==> src/rtl/dtc_pkg.sv <==
package dtc_pkg;
   // Width that holds values 0..n-1, at least one bit
   function automatic int dtc_width(input int n);
      return (n < 2) ? 1 : $clog2(n);
   endfunction

   function automatic int dtc_max(input int a, input int b);
      return (a > b) ? a : b;
   endfunction
endpackage

==> src/rtl/dtc_dot_div.sv <==
module dtc_dot_div #(
   parameter int DOTS_PER_CHAR  = 12,
   parameter int CHARS_PER_LINE = 64
) (
   input  logic clk,
   input  logic rst_n,
   input  logic restart,
   output logic chr_tick,
   output logic line_tick,
   output logic hsqr
);
   import dtc_pkg::*;

   localparam int DW = dtc_width(DOTS_PER_CHAR);
   localparam int CW = dtc_width(CHARS_PER_LINE);
   localparam logic [DW-1:0] DOT_LAST  = DW'(DOTS_PER_CHAR - 1);
   localparam logic [CW-1:0] CHAR_LAST = CW'(CHARS_PER_LINE - 1);
   localparam logic [CW-1:0] CHAR_HALF = CW'(CHARS_PER_LINE / 2);
   localparam bit DOT_POW2 = (DOTS_PER_CHAR & (DOTS_PER_CHAR - 1)) == 0;

   logic [DW-1:0] dot_q;
   logic [CW-1:0] chr_q;

   assign chr_tick  = (dot_q == DOT_LAST);
   assign line_tick = chr_tick && (chr_q == CHAR_LAST);
   assign hsqr      = (chr_q < CHAR_HALF);

   generate
      if (DOT_POW2) begin : g_dot_wrap
         always_ff @(posedge clk or negedge rst_n) begin
            if (!rst_n)       dot_q <= '0;
            else if (restart) dot_q <= '0;
            else              dot_q <= dot_q + DW'(1);
         end
      end else begin : g_dot_cmp
         always_ff @(posedge clk or negedge rst_n) begin
            if (!rst_n)        dot_q <= '0;
            else if (restart)  dot_q <= '0;
            else if (chr_tick) dot_q <= '0;
            else               dot_q <= dot_q + DW'(1);
         end
      end
   endgenerate

   always_ff @(posedge clk or negedge rst_n) begin
      if (!rst_n)         chr_q <= '0;
      else if (restart)   chr_q <= '0;
      else if (line_tick) chr_q <= '0;
      else if (chr_tick)  chr_q <= chr_q + CW'(1);
   end


   dot_range_chk: assert property (@(posedge clk) disable iff (!rst_n)
      dot_q <= DOT_LAST);


   char_range_chk: assert property (@(posedge clk) disable iff (!rst_n)
      chr_q <= CHAR_LAST);
endmodule

==> src/rtl/dtc_line_ctr.sv <==
module dtc_line_ctr #(
   parameter int LINES_F0 = 262,
   parameter int LINES_F1 = 263,
   parameter int LW       = 9
) (
   input  logic          clk,
   input  logic          rst_n,
   input  logic          restart,
   input  logic          restart_fld,
   input  logic          line_tick,
   output logic [LW-1:0] line_num,
   output logic          field,
   output logic          line2_tick
);
   localparam logic [LW-1:0] F0_LAST  = LW'(LINES_F0);
   localparam logic [LW-1:0] F1_LAST  = LW'(LINES_F1);
   localparam logic [LW-1:0] LINE_ONE = LW'(1);

   logic [LW-1:0] line_q;
   logic          fld_q;
   logic          half_q;
   logic [LW-1:0] field_last;

   assign field_last = fld_q ? F1_LAST : F0_LAST;
   assign line_num   = line_q;
   assign field      = fld_q;
   assign line2_tick = line_tick && half_q;

   always_ff @(posedge clk or negedge rst_n) begin
      if (!rst_n) begin
         line_q <= LINE_ONE;
         fld_q  <= 1'b0;
         half_q <= 1'b0;
      end else if (restart) begin
         line_q <= LINE_ONE;
         fld_q  <= restart_fld;
         half_q <= 1'b0;
      end else if (line_tick) begin
         half_q <= ~half_q;
         if (line_q == field_last) begin
            line_q <= LINE_ONE;
            fld_q  <= ~fld_q;
         end else begin
            line_q <= line_q + LINE_ONE;
         end
      end
   end


   field_wrap_chk: assert property (@(posedge clk) disable iff (!rst_n)
      (line_tick && !restart && line_q == field_last)
      |=> (line_q == LINE_ONE && fld_q != $past(fld_q)));


   line_range_chk: assert property (@(posedge clk) disable iff (!rst_n)
      line_q >= LINE_ONE && line_q <= field_last);


   restart_load_chk: assert property (@(posedge clk) disable iff (!rst_n)
      restart |=> (line_q == LINE_ONE && fld_q == $past(restart_fld)));
endmodule

==> src/rtl/dtc_decode.sv <==
module dtc_decode #(
   parameter int LW           = 9,
   parameter int CAPTION_LINE = 21,
   parameter int WIN_FIRST    = 43,
   parameter int WIN_LAST     = 237,
   parameter int SCROLL_LINES = 2
) (
   input  logic          clk,
   input  logic          rst_n,
   input  logic          restart,
   input  logic          line_tick,
   input  logic [LW-1:0] line_num,
   output logic          cap_gate,
   output logic          disp_win,
   output logic          scroll_tick
);
   import dtc_pkg::*;

   localparam logic [LW-1:0] CAP_L = LW'(CAPTION_LINE);
   localparam logic [LW-1:0] WF_L  = LW'(WIN_FIRST);
   localparam logic [LW-1:0] WL_L  = LW'(WIN_LAST);
   localparam int SW = dtc_width(SCROLL_LINES);

   assign cap_gate = (line_num == CAP_L);
   assign disp_win = (line_num >= WF_L) && (line_num <= WL_L);

   generate
      if (SCROLL_LINES == 1) begin : g_scroll_each
         assign scroll_tick = line_tick;
      end else begin : g_scroll_div
         localparam logic [SW-1:0] SC_LAST = SW'(SCROLL_LINES - 1);
         logic [SW-1:0] sc_q;
         assign scroll_tick = line_tick && (sc_q == SC_LAST);
         always_ff @(posedge clk or negedge rst_n) begin
            if (!rst_n)           sc_q <= '0;
            else if (restart)     sc_q <= '0;
            else if (scroll_tick) sc_q <= '0;
            else if (line_tick)   sc_q <= sc_q + SW'(1);
         end

         scroll_range_chk: assert property (@(posedge clk) disable iff (!rst_n)
            sc_q <= SC_LAST);
      end
   endgenerate


   cap_edge_chk: assert property (@(posedge clk) disable iff (!rst_n)
      $rose(cap_gate) |-> $past(line_tick || restart));
endmodule

==> src/rtl/disp_timing_chain.sv <==
module disp_timing_chain #(
   parameter int DOTS_PER_CHAR  = 12,
   parameter int CHARS_PER_LINE = 64,
   parameter int LINES_F0       = 262,
   parameter int LINES_F1       = 263,
   parameter int CAPTION_LINE   = 21,
   parameter int WIN_FIRST      = 43,
   parameter int WIN_LAST       = 237,
   parameter int SCROLL_LINES   = 2,
   parameter int LINE_W = dtc_pkg::dtc_width(dtc_pkg::dtc_max(LINES_F0, LINES_F1) + 1)
) (
   input  logic              clk,
   input  logic              rst_n,
   input  logic              v_reset,
   input  logic              v_field,
   output logic              char_stb,
   output logic              h_stb,
   output logic              h2_stb,
   output logic              hsqr,
   output logic [LINE_W-1:0] line_num,
   output logic              field,
   output logic              cap_gate,
   output logic              disp_win,
   output logic              scroll_stb
);
   localparam int MAX_LINES = dtc_pkg::dtc_max(LINES_F0, LINES_F1);

   generate
      if (DOTS_PER_CHAR < 2)   begin : g_bad_dpc  $error("DOTS_PER_CHAR must be 2 or more"); end
      if (CHARS_PER_LINE < 2)  begin : g_bad_cpl  $error("CHARS_PER_LINE must be 2 or more"); end
      if (LINES_F0 < 2 || LINES_F1 < 2) begin : g_bad_fld $error("each field needs 2 or more lines"); end
      if ((1 << LINE_W) <= MAX_LINES) begin : g_bad_lw $error("LINE_W too narrow for the line count"); end
      if (WIN_FIRST < 1 || WIN_LAST < WIN_FIRST) begin : g_bad_win $error("display window bounds invalid"); end
      if (CAPTION_LINE < 1 || CAPTION_LINE > MAX_LINES) begin : g_bad_cap $error("caption line out of range"); end
      if (SCROLL_LINES < 1)    begin : g_bad_scr  $error("SCROLL_LINES must be 1 or more"); end
   endgenerate

   logic chr_tick, line_tick, line2_tick, sq;

   dtc_dot_div #(
      .DOTS_PER_CHAR (DOTS_PER_CHAR),
      .CHARS_PER_LINE(CHARS_PER_LINE)
   ) u_div (
      .clk      (clk),
      .rst_n    (rst_n),
      .restart  (v_reset),
      .chr_tick (chr_tick),
      .line_tick(line_tick),
      .hsqr     (sq)
   );

   dtc_line_ctr #(
      .LINES_F0(LINES_F0),
      .LINES_F1(LINES_F1),
      .LW      (LINE_W)
   ) u_lines (
      .clk        (clk),
      .rst_n      (rst_n),
      .restart    (v_reset),
      .restart_fld(v_field),
      .line_tick  (line_tick),
      .line_num   (line_num),
      .field      (field),
      .line2_tick (line2_tick)
   );

   dtc_decode #(
      .LW          (LINE_W),
      .CAPTION_LINE(CAPTION_LINE),
      .WIN_FIRST   (WIN_FIRST),
      .WIN_LAST    (WIN_LAST),
      .SCROLL_LINES(SCROLL_LINES)
   ) u_dec (
      .clk        (clk),
      .rst_n      (rst_n),
      .restart    (v_reset),
      .line_tick  (line_tick),
      .line_num   (line_num),
      .cap_gate   (cap_gate),
      .disp_win   (disp_win),
      .scroll_tick(scroll_stb)
   );

   assign char_stb = chr_tick;
   assign h_stb    = line_tick;
   assign h2_stb   = line2_tick;
   assign hsqr     = sq;


   line_start_high_chk: assert property (@(posedge clk) disable iff (!rst_n)
      (h_stb && !v_reset) |=> hsqr);


   h2_alternate_chk: assert property (@(posedge clk) disable iff (!rst_n)
      (h2_stb && !v_reset) |=> !h2_stb);
endmodule

==> config.mk <==
export PLATFORM = sky130hd
export DESIGN_NAME = disp_timing_chain
export DESIGN_NICKNAME = d
export VERILOG_FILES = /design/src/rtl/dtc_pkg.sv /design/src/rtl/dtc_dot_div.sv /design/src/rtl/dtc_line_ctr.sv /design/src/rtl/dtc_decode.sv /design/src/rtl/disp_timing_chain.sv
export SDC_FILE = /design/constraint.sdc
export NUM_CORES = 1
export LEC_CHECK = 0
export BUFFER_PORTS_ARGS = -buffer_cell sky130_fd_sc_hd__buf_2
export CORE_UTILIZATION = 50
export CTS_CLUSTER_DIAMETER = 30
export DETAILED_ROUTE_END_ITERATION = 6
export GPL_TIMING_DRIVEN = 0
export PLACE_DENSITY = 0.75
export SKIP_CTS_REPAIR_TIMING = 1
export SYNTH_ARGS = -nofsm -noshare
export SYNTH_HDL_FRONTEND = slang
export SYNTH_SLANG_ARGS = --single-unit
==> constraint.sdc <==
create_clock -name clk -period 1.6 [get_ports clk]
set_input_delay 0.32 -clock clk [delete_from_list [all_inputs] [get_ports clk]]
set_output_delay 0.32 -clock clk [all_outputs]
set_load 0.005 [all_outputs]
# Yosys cells after proc, flatten, opt, wreduce, memory -nomap -nowiden
# Cells that the tools add are included.
# W data, S select, Z words.
# classes
n_addsub	4
n_lt_le_gt_ge	3
n_eq_ne	4
n_mux	17
bitwise_logic	2
n_reduce_logical	9
# ops
cell	count
$mux W9	3
$mux W6	3
$add A9 B1 Y9 const B	1
$eq A9 B5 Y1 const B	1
$eq A9 B9 Y1	1
$ge A9 B6 Y1 const B	1
$le A9 B8 Y1 const B	1
$mux W1	9
$mux W4	2
$add A6 B1 Y6 const B	1
$eq A6 B6 Y1 const B	1
$lt A6 B6 Y1 const B	1
$reduce_bool A3 Y1	2
$add A4 B1 Y4 const B	1
$eq A4 B4 Y1 const B	1
$logic_and A1 B1 Y1	4
$reduce_bool A2 Y1	2
$not A1 Y1	2
$reduce_and A2 Y1	1
$add A1 B1 Y1 const B	1
# totals
reg_bits	22
out_inout_bits	17
elab_cells	45

# Depth between registers and ports, before layout
# logic_depth
ltp_word	5
depth_mapped	8

# Modules after synthesis
# A second synthesis with hierarchy kept.
# unflattened
cells_unflattened	129
area_unflattened_um2	1271.2
# modules_own_cells
mod	instances	cells_each	area_per_inst_um2
dtc_line_ctr	1	62	620.6
dtc_dot_div	1	52	529.3
dtc_decode	1	15	121.4

# Worst setup path before layout
# No wires, ideal clock.
# synth_timing
kind	reg2out
start	reg u_lines.line_q[0] (netlist: u_lines.line_num[0])
end	out disp_win
arrival_ns	1.372
path_slack_ns	-0.092
path_stages_with_launch	6
n_path_buf	0
cell_sequence	dfstp_2 > ha_1 > a211oi_1 > o21ai_0 > nand2_1 > a221oi_1
# synth_between
elab_chain_len	2
# synth_rtl
item	line_no	source
from (decl)	dtc_line_ctr.sv:19	logic [LW-1:0] line_q;
from (signal assigned)	dtc_line_ctr.sv:44	line_q <= line_q + LINE_ONE;
$ge A9 B6 Y1 or $le A9 B8 Y1 (tied branches)	dtc_decode.sv:25	assign disp_win = (line_num >= WF_L) && (line_num <= WL_L);
$logic_and A1 B1 Y1 *	dtc_decode.sv:25	
to (decl)	disp_timing_chain.sv:23	output logic disp_win,
# Mark *: on every way between the ends. The rest lies on a longest branch, timed or not.

# Worst setup path in the final report
# Ends and elaborated chain as after synthesis.

==> metrics.csv <==
metric,value,unit
Final Max Tran Viols,0,
Overflow after GRT,0,
top cell type's share of synthesized area,40.70,%
P_int,0.7357,mW
final non-filler cell total,210,
Synth top cells by count,"21 x dfrtp_1, 16 x nor2_1, 11 x nand2_1, 9 x inv_1, 8 x a21oi_1",
Worst Tran Pin Value,0.5233,ns
Max Cap Viol,0,
Final WS setup,-0.5017,ns
WP data required,1.28,ns
most numerous cell in the Yosys netlist,dfrtp_1,
clock slew seen by the registers of the worst setup and hold paths,0.14,ns
synth unique cells,41,
status,finished with violations,
detailed-route wire length,3.296,mm
vias in the first global route,1004,
Area Growth Syn to Fin,37.60,%
Fin Clk Skew,0.01094,ns
largest net degree at the start of global routing,23,
Yosys Warn Count,0,
"Setup violations, final",13,
worst path cell trace,ha_4 > a211oi_1 > o21ai_1 > nand2_1 > a221oi_2 > buf_2,
Yosys top cell by area,dfrtp_1,
critical path's slowest cell,dfstp_2,
maximum fanout along the worst path,5,
Fill cells,156,
period utilisation layout,131.4,%
failing checks,setup timing,
"FFs w/ async S/R, synth",100.0,%
drt drc,0,
Mapped Nets,144,
Clock Latency Late Sink,0.31,ns
CP Launch Type,flip-flop,
CTS Buffer Depth,2,
CP max stage delay,0.61,ns
Worst EP arrival,1.78,ns
final hold violation count,0,
largest cells by area after synthesis,"dfrtp_1 41%, nor2_1 4.7%, xnor2_1 4.1%, ha_1 3.9%, nand2_1 3.2%",
Clock Root Buffer,clkbuf_4,
Sequential Power Share,59.5,%
Ant. Diodes,0,
Switching Share,23.73,%
post-synthesis instance total,136,
Util after Layout,72.38,%
Initial Util,52.60,%
syn avg cell area,9.494,sq um
combinational group share of total power,7.2,%
post-synthesis instance area,0.001291,sq mm
Row Count,18,
sequential area share after synthesis,42.73,%
Clk pwr share,33.3,%
IO Count,21,
#FFs+latches synth,22,
design area,0.001777,sq mm
DR vias/cell,5.971,
critical path type,flip-flop to output pin,
Die Height,52.82,um
routed len/inst,15.70,um
CP endpoint kind,output pin,
DR iter-0 viols,35,
max_slew headroom,65.11,%
total number of vias,1254,
1st-pass router iterations,4,
Die X-Extent,52.82,um
Port-buffer cells,20,
RSZ-0062 raised after global routing,true,
LEAKAGE,0.8532,nW
initial antenna violation count,0,
clock sink total,22,
total net switching power,0.2289,mW
Tmin final,2.102,ns
Max Clk Rate,475.8,MHz
Post-DP Area,0.001478,sq mm
Detail Route Antenna Nets,0,
# placed instances,186,
CTS Buf Count,3,
pwr/cell area,542.9,mW/mm^2
fin nets,189,
worst vdd ir,0.0003846,V
core area,0.002455,sq mm
RD Place Congestion,0.8472,
"EDFF count, synth",0,
worst hold path class,input port to flip-flop,
CTS tree,done,
gr usage total,22.34,%
layout cells sized above 1,38.33,%
post-DP HPWL,1.967,mm
DIE AREA,0.002790,sq mm
Max H-tree Level,1,
first-pass GRT wire length,4.505,mm
ys flop type,dfrtp_1,
==> sequential cells by signal (all words and copies together) (netlist names) <==
signal / flops
u_lines.field: 1
u_div.chr_q: 6
u_lines.half_q: 1
u_lines.line_num: 9
u_div.dot_q: 4
u_dec.g_scroll_div.sc_q: 1
==> power groups by stage <==
| stage | Combinational [mW] | Clock, mW | Sequential [mW] |
|---|---|---|---|
| 6_report | 0.0691 | 0.321 | 0.574 |
| 5_1_grt | 0.0793 | 0.342 | 0.575 |
| 4_1_cts | 0.0560 | 0.325 | 0.575 |
| 3_5_place_dp | 0.0561 | 0 | 0.585 |
| 3_3_place_gp | 0.0542 | 0 | 0.584 |
| 2_1_floorplan | 0.0301 | 0 | 0.584 |
==> through the flow <==
stage	power, mW	setup TNS [ns]	hold WS [ns]	setup WS, ns
2_1_floorplan	0.6140	-0.004031	0.02441	-0.004031
3_3_place_gp	0.6386	-0.8526	0.3152	-0.1996
3_5_place_dp	0.6414	-0.9396	0.3153	-0.2084
4_1_cts	0.9556	-2.894	-0.04063	-0.5759
5_1_grt	0.9964	-3.604	0.2414	-0.6119
6_report	0.9645	-2.638	0.2303	-0.5017
==> worst max-delay path: cells and delay by family, from the launching register on <==
| family | cells | cell delay [ns] |
|---|---|---|
| buf+inv | 1 | 0.15 |
| flops | 1 | 0.61 |
| simple gates | 1 | 0.08 |
| fa+ha+maj | 1 | 0.16 |
| compound gates | 3 | 0.45 |
==> worst paths after layout <==
kind                                         startpoint                       to  slack [ns]  cells past startpoint
worst max register to register           u_div.dot_q[1]      u_lines.line_num[7]       -0.18                      6
max in group asynchronous                         rst_n      u_lines.line_num[0]        0.76                      2
min in group asynchronous                         rst_n      u_lines.line_num[8]        0.48                      2
worst max-delay path                u_lines.line_num[0]                 disp_win       -0.50                      6
worst min register to register  u_dec.g_scroll_div.sc_q  u_dec.g_scroll_div.sc_q        0.59                      2
worst min-delay path                            v_reset           u_div.dot_q[1]        0.23                      2
==> cells in the final DEF (no fill, tap or decap), drive strengths merged, types with 3 or more instances in the layout <==
cell type and count:
buf 42, dfrtp 21, nor2 16, nand2 11, inv 9, a21oi 8, nor3 6, xnor2 6
clkbuf 6, nand4 5, o21ai 4, ha 4, nor4 4, nand3 4, and3 3, xor2 3
==> final cells by class <==
| class | count | area, sq um | share of cell area (%) |
|---|---|---|---|
| Buffer | 3 | 18.77 | 1.056 |
| Clock buffer | 4 | 36.28 | 2.042 |
| Inverter | 10 | 42.54 | 2.394 |
| Multi-Input combinational cell | 99 | 780.7 | 43.94 |
| Sequential cell | 22 | 551.8 | 31.06 |
| Tap cell | 30 | 37.54 | 2.113 |
| Timing Repair Buffer | 42 | 309.0 | 17.39 |
==> cells by family after synthesis <==
group / count (synthesis) / share of synthesized area [%]
buf+inv: 15 / 4.651
compound gates: 27 / 14.34
xor+xnor: 9 / 6.105
flops: 22 / 42.73
mux: 1 / 0.7752
fa+ha+maj: 4 / 3.876
simple gates: 58 / 27.52
==> layer usage <==
metal	global-route usage, %	vias up	wire length [um]
li1	-	576	-
met1	29.06	613	1402
met2	37.76	59	1673
met3	2.609	6	189
met4	7.895	0	30
met5	0	-	0
(Power assumes the default switching activity.)
